===== src/rtl/opc_pkg.sv =====
package opc_pkg;
  localparam int OPC_IDX_W  = 6;
  localparam int OPC_BANKS  = 4;
  localparam int OPC_BANK_W = $clog2(OPC_BANKS);
  localparam int OPC_ENT_W  = OPC_IDX_W - OPC_BANK_W;
  localparam int OPC_SRCS   = 3;
  localparam int OPC_SLOT_W = 2;

  typedef logic [OPC_IDX_W-1:0] regIdx_t;

  // Bank select: parity bit then half-of-octet bit.
  function automatic logic [OPC_BANK_W-1:0] bankOf(regIdx_t i);
    return {i[0], i[2]};
  endfunction

  function automatic logic [OPC_ENT_W-1:0] entryOf(regIdx_t i);
    return {i[5:3], i[1]};
  endfunction

  typedef struct packed {
    logic [OPC_BANKS-1:0]                 rdEn;
    logic [OPC_BANKS-1:0][OPC_ENT_W-1:0]  rdEntry;
    logic [OPC_SRCS-1:0]                  capture;
    logic [OPC_SRCS-1:0][OPC_BANK_W-1:0]  srcBank;
  } opcStrobe_t;
endpackage


===== src/rtl/opc_bank.sv =====
module opc_bank #(
  parameter int DATA_W = 32,
  parameter int DEPTH  = 16,
  localparam int ENT_W = $clog2(DEPTH)
) (
  input  logic              clk,
  input  logic              wrEn,
  input  logic [ENT_W-1:0]  wrEntry,
  input  logic [DATA_W-1:0] wrData,
  input  logic [ENT_W-1:0]  rdEntry,
  output logic [DATA_W-1:0] rdData
);
  logic [DATA_W-1:0] mem [DEPTH];

  // Read sees the array before this edge's write: old value on collision.
  assign rdData = mem[rdEntry];

  always_ff @(posedge clk) begin
    if (wrEn) mem[wrEntry] <= wrData;
  end
endmodule


===== src/rtl/opc_ctrl.sv =====
module opc_ctrl
  import opc_pkg::*;
(
  input  logic                                 clk,
  input  logic                                 rst_n,
  input  logic                                 inValid,
  input  logic [OPC_SRCS-1:0][OPC_IDX_W-1:0]   inIdx,
  output logic                                 inReady,
  output logic                                 outValid,
  output logic [1:0]                           degree,
  output opcStrobe_t                           strobe
);
  logic                                 busy;
  logic [OPC_SLOT_W-1:0]                cnt;
  logic [1:0]                           degReg;
  logic [OPC_SRCS-1:0][OPC_IDX_W-1:0]   idxR;
  logic [OPC_SRCS-1:0][OPC_SLOT_W-1:0]  slotR;
  logic [OPC_SRCS-1:0][OPC_SLOT_W-1:0]  newSlot;
  logic [1:0]                           newDeg;
  logic                                 lastCyc;
  logic                                 fire;

  // Slot = rank of a register among distinct earlier registers in its bank.
  always_comb begin
    logic [OPC_SRCS-1:0]   firstOcc;
    logic [OPC_SLOT_W-1:0] s [OPC_SRCS];
    logic [OPC_SLOT_W-1:0] mx;
    for (int o = 0; o < OPC_SRCS; o++) begin
      firstOcc[o] = 1'b1;
      for (int p = 0; p < o; p++)
        if (inIdx[p] == inIdx[o]) firstOcc[o] = 1'b0;
    end
    for (int o = 0; o < OPC_SRCS; o++) begin
      s[o] = '0;
      if (firstOcc[o]) begin
        for (int p = 0; p < o; p++)
          if (firstOcc[p] && (bankOf(inIdx[p]) == bankOf(inIdx[o])))
            s[o] = s[o] + OPC_SLOT_W'(1);
      end else begin
        for (int p = o - 1; p >= 0; p--)
          if (inIdx[p] == inIdx[o]) s[o] = s[p];
      end
    end
    mx = '0;
    for (int o = 0; o < OPC_SRCS; o++) begin
      newSlot[o] = s[o];
      if (s[o] > mx) mx = s[o];
    end
    newDeg = mx + 2'd1;
  end

  assign lastCyc = busy && (cnt == OPC_SLOT_W'(degReg - 2'd1));
  assign inReady = !busy || lastCyc;
  assign fire    = inValid && inReady;

  always_ff @(posedge clk) begin
    if (!rst_n) begin
      busy     <= 1'b0;
      cnt      <= '0;
      degReg   <= 2'd1;
      idxR     <= '0;
      slotR    <= '0;
      outValid <= 1'b0;
      degree   <= 2'd0;
    end else begin
      outValid <= lastCyc;
      if (lastCyc) degree <= degReg;
      if (fire) begin
        busy   <= 1'b1;
        cnt    <= '0;
        idxR   <= inIdx;
        slotR  <= newSlot;
        degReg <= newDeg;
      end else if (lastCyc) begin
        busy <= 1'b0;
      end else if (busy) begin
        cnt <= cnt + OPC_SLOT_W'(1);
      end
    end
  end

  // Per bank, the oldest source due in this cycle drives the read port.
  always_comb begin
    strobe = '0;
    for (int o = 0; o < OPC_SRCS; o++) begin
      strobe.capture[o] = busy && (slotR[o] == cnt);
      strobe.srcBank[o] = bankOf(idxR[o]);
    end
    for (int b = 0; b < OPC_BANKS; b++) begin
      for (int o = OPC_SRCS - 1; o >= 0; o--) begin
        if (busy && (slotR[o] == cnt) && (bankOf(idxR[o]) == OPC_BANK_W'(b))) begin
          strobe.rdEn[b]    = 1'b1;
          strobe.rdEntry[b] = entryOf(idxR[o]);
        end
      end
    end
  end

  assert_single_pulse_R10: assert property (@(posedge clk) disable iff (!rst_n)
    (outValid && !busy) |=> !outValid);

  assert_degree_legal_R7: assert property (@(posedge clk) disable iff (!rst_n)
    outValid |-> (degree != 2'd0));

  assert_hold_during_collect_R9: assert property (@(posedge clk) disable iff (!rst_n)
    (busy && !lastCyc) |=> ($stable(idxR) && busy));

  assert_accept_starts_R5: assert property (@(posedge clk) disable iff (!rst_n)
    fire |=> (busy && cnt == '0));
endmodule


===== src/rtl/opc_datapath.sv =====
module opc_datapath
  import opc_pkg::*;
#(
  parameter int DATA_W = 32
) (
  input  logic                              clk,
  input  logic                              rst_n,
  input  opcStrobe_t                        strobe,
  input  logic                              wrEn,
  input  logic [OPC_IDX_W-1:0]              wrIdx,
  input  logic [DATA_W-1:0]                 wrData,
  output logic [OPC_SRCS-1:0][DATA_W-1:0]   operands
);
  localparam int DEPTH = 1 << OPC_ENT_W;

  logic [DATA_W-1:0] rdData [OPC_BANKS];

  for (genvar b = 0; b < OPC_BANKS; b++) begin : g_bank
    logic bankWr;
    assign bankWr = wrEn && (bankOf(wrIdx) == OPC_BANK_W'(b));
    opc_bank #(.DATA_W(DATA_W), .DEPTH(DEPTH)) u_bank (
      .clk     (clk),
      .wrEn    (bankWr),
      .wrEntry (entryOf(wrIdx)),
      .wrData  (wrData),
      .rdEntry (strobe.rdEntry[b]),
      .rdData  (rdData[b])
    );
  end

  for (genvar o = 0; o < OPC_SRCS; o++) begin : g_opnd
    always_ff @(posedge clk) begin
      if (!rst_n) operands[o] <= '0;
      else if (strobe.capture[o]) operands[o] <= rdData[strobe.srcBank[o]];
    end

    assert_bank_served_R2: assert property (@(posedge clk) disable iff (!rst_n)
      strobe.capture[o] |-> strobe.rdEn[strobe.srcBank[o]]);
  end
endmodule


===== src/rtl/opnd_collector.sv =====
module opnd_collector
  import opc_pkg::*;
#(
  parameter int DATA_W = 32
) (
  input  logic                  clk,
  input  logic                  rst_n,
  input  logic                  in_valid,
  output logic                  in_ready,
  input  logic [OPC_IDX_W-1:0]  src_b,
  input  logic [OPC_IDX_W-1:0]  src_c,
  input  logic [OPC_IDX_W-1:0]  src_d,
  input  logic                  wr_en,
  input  logic [OPC_IDX_W-1:0]  wr_idx,
  input  logic [DATA_W-1:0]     wr_data,
  output logic                  out_valid,
  output logic [DATA_W-1:0]     op_b,
  output logic [DATA_W-1:0]     op_c,
  output logic [DATA_W-1:0]     op_d,
  output logic [1:0]            conflict_degree
);
  opcStrobe_t                           strobe;
  logic [OPC_SRCS-1:0][DATA_W-1:0]      operands;
  logic [OPC_SRCS-1:0][OPC_IDX_W-1:0]   srcIdx;

  assign srcIdx = {src_d, src_c, src_b};

  opc_ctrl u_ctrl (
    .clk      (clk),
    .rst_n    (rst_n),
    .inValid  (in_valid),
    .inIdx    (srcIdx),
    .inReady  (in_ready),
    .outValid (out_valid),
    .degree   (conflict_degree),
    .strobe   (strobe)
  );

  opc_datapath #(.DATA_W(DATA_W)) u_dp (
    .clk      (clk),
    .rst_n    (rst_n),
    .strobe   (strobe),
    .wrEn     (wr_en),
    .wrIdx    (wr_idx),
    .wrData   (wr_data),
    .operands (operands)
  );

  assign op_b = operands[0];
  assign op_c = operands[1];
  assign op_d = operands[2];
endmodule


===== config.mk =====
export PLATFORM = sky130hd
export DESIGN_NAME = opnd_collector
export DESIGN_NICKNAME = d
export VERILOG_FILES = /design/src/rtl/opc_pkg.sv /design/src/rtl/opc_bank.sv /design/src/rtl/opc_ctrl.sv /design/src/rtl/opc_datapath.sv /design/src/rtl/opnd_collector.sv
export SDC_FILE = /design/constraint.sdc
export NUM_CORES = 2
export LEC_CHECK = 0
export ABC_AREA = 1
export BUFFER_PORTS_ARGS = -buffer_cell sky130_fd_sc_hd__buf_2
export CAP_MARGIN = 20
export CORE_AREA = 4 4 560 423
export DETAILED_ROUTE_END_ITERATION = 12
export DIE_AREA = 0 0 564 427
export RECOVER_POWER = 50
export SYNTH_ARGS = -nofsm -noshare
export SYNTH_HDL_FRONTEND = slang
export SYNTH_HIERARCHICAL = 1
export SYNTH_SLANG_ARGS = --single-unit
export TNS_END_PERCENT = 10

===== constraint.sdc =====
create_clock -name clk -period 5.02 [get_ports clk]
set_clock_uncertainty 0.05 [all_clocks]
set_input_delay 1.004 -clock clk [delete_from_list [all_inputs] [get_ports clk]]
set_output_delay 1.004 -clock clk [all_outputs]
set_load 0.02 [all_outputs]

==> results.json <==
{
  "status": "complete, but fails checks",
  "violations": "max-capacitance violations, max-slew violations",
  "vias": 68700,
  "worstPathMaxFanout": 73,
  "finalSetupViolCount": 0,
  "crit_arrival_ns": 5.30,
  "dieWidth_um": 564,
  "drt_iter0_drc": 8715,
  "final_nets": 9835,
  "grt_max_degree": 129,
  "dpl_worst_slack_ns": 0.684,
  "grt_use_total_pct": 24.8,
  "drive_gt1_share_pct": 7.27,
  "max_freq_mhz": 219,
  "cts_buffer_depth": 4,
  "cts-root-buf": "clkbuf_16",
  "fin_crit_ns": 4.56,
  "cts.sinks": 2173,
  "register_area_um2": 64000,
  "worstSetupEndpointType": "flip-flop",
  "die_y_um": 427,
  "hp-class": "in -> reg",
  "grt_overflow": 0,
  "crit_chain": "inv_1 -> ha_1 -> nand2_1 -> nor3_2 -> a22oi_2 -> buf_4 -> inv_4 -> buf_4 -> nand3_1 -> nand3_1 -> nand3_1 -> nand2_1 -> nand2_1 -> nand3_1 -> nand2_1 -> a21oi_1",
  "syn_area_per_cell_um2": 9.96,
  "rsz0062_at_grt": "false",
  "dieArea_um2": 241000,
  "io_buffers": 159,
  "leakage_nw": 45.0,
  "coreArea_um2": 231000,
  "initial_core_util_pct": 41.9,
  "cts_hold_buf": 0,
  "fillers": 21300,
  "ir_worst_vdd_mv": 0.265,
  "cts_made_buffers": 216,
  "routed_wl_um": 305000,
  "cts_resized": 0,
  "crit_family": "simple AND/OR/NAND/NOR gates",
  "cts_tree": "done",
  "drt-pass1-iter-count": 6,
  "drv_cap": 57,
  "worstPathRequired_ns": 5.76,
  "postCtsSetupBuffers": 0,
  "clk_pin_slew_ns": 0.07,
  "synth_fp_nets": 9785,
  "vias_per_cell": 5.26,
  "route.antenna.remaining_nets": 0,
  "wire_per_inst_um": 23.4,
  "ios": 160,
  "synthToLayoutAreaGrowth_pct": 10.6,
  "setup_ws_ns": 0.462,
  "slew_viol_final": 2094,
  "syn-cell-area_um2": 96800,
  "slowest_delay_ns": 0.67,
  "multi_input_area_um2": 23700,
  "routabilityCongestion": 0.909,
  "hold_violations": 0,
  "max_slew_margin_pct": -201,
  "fin_crit_sh_pct": 90.8,
  "grt_pass1_wl_um": 440000,
  "num_rows": 153,
  "antenna_found_initial": 21,
  "start_kind": "flip-flop",
  "cp_slowest_cell": "inv_4",
  "cts_max_level": 4,
  "path_buf_inv": 4,
  "grt_pass1_vias": 63300,
  "dp_hpwl_um": 183000,
  "netlist_instances": 9722,
  "yosys_warnings": 6,
  "power.density_nw_per_um2": 375,
  "tightest_slew_ns": 4.51,
  "clk_latency_ns": 0.88,
  "drc": 0,
  "setup_tns_ns": 0,
  "critPathKind": "reg -> reg"
}
[sequential cells by signal, summed over array words and instances, names as in the netlist]
register / count
u_ctrl/busy: 1
u_dp/g_bank.u_bank/mem: 2048
u_ctrl/cnt: 2
u_ctrl/degree: 2
u_ctrl/slotR: 3
u_ctrl/outValid: 1
u_ctrl/idxR: 12
u_ctrl/degReg: 2
u_ctrl/strobe: 6
u_dp/operands: 96
[report_power, final]
group / leakage, nW / internal [mW] / switching, mW
Clock: 3.29 / 8.86 / 6.91
Sequential: 19.5 / 20.1 / 0.205
Combinational: 22.2 / 0.970 / 3.14
[metrics by stage]
stage	total power [mW]	std cells	hold WS [ns]	instance area (um^2)	util (%)
global placement	24.7	12700	0.430	101000	43.5
global route	41.5	13000	0.401	107000	46.3
floorplan	22.9	9722	0.429	96800	-
finish	40.2	13100	0.426	107000	46.3
CTS	40.4	13000	0.371	107000	46.4
detailed placement	24.7	12700	0.433	101000	43.5
[placed cells by master (no fill, tap or decap), types with 91 or more instances in the layout]
cell type  count
o21ai_0       91
buf_2        127
clkbuf_1     106
nand3_1     1769
clkbuf_16    219
inv_1       1597
nand2_1     3263
a21oi_1      116
dfxtp_1      120
buf_4        117
edfxtp_1    2048
[routing by layer]
| metal | up-vias | global-route usage [%] | wire length (um) |
|---|---|---|---|
| met5 | - | 0 | 11 |
| met4 | 2 | 11.4 | 16400 |
| met3 | 527 | 4.09 | 28600 |
| met2 | 3282 | 37.4 | 132000 |
| met1 | 33300 | 35.1 | 128000 |
| li1 | 31600 | - | - |
[worst min-delay path, cell delays in order]
cell,delay (ns)
buf_2,0.10
inv_1,0.07
o21ai_2,0.12
[final cells by class]
type,instances,share of cell area (%)
flip-flops and latches,2173,59.8
clock inverters,123,0.936
multi-input cells,5404,22.1
inverters,1622,5.71
repair buffers,355,2.47
clock buffers,266,5.37
well taps,3100,3.62
diodes,10,0.0234
[final timing paths]
check | startpoint | endpoint | slack, ns | cells past startpoint
worst min-delay path | src_c[1] | u_ctrl/idxR[7] | 0.43 | 3
worst min register to register | u_ctrl/degree[0] | u_ctrl/degree[0] | 0.43 | 2
worst max register to register | u_ctrl/cnt[0] | u_dp/operands[10] | 0.46 | 16
worst max-delay path | u_ctrl/cnt[0] | u_dp/operands[10] | 0.46 | 16
Power figures use the tool's default switching activity.
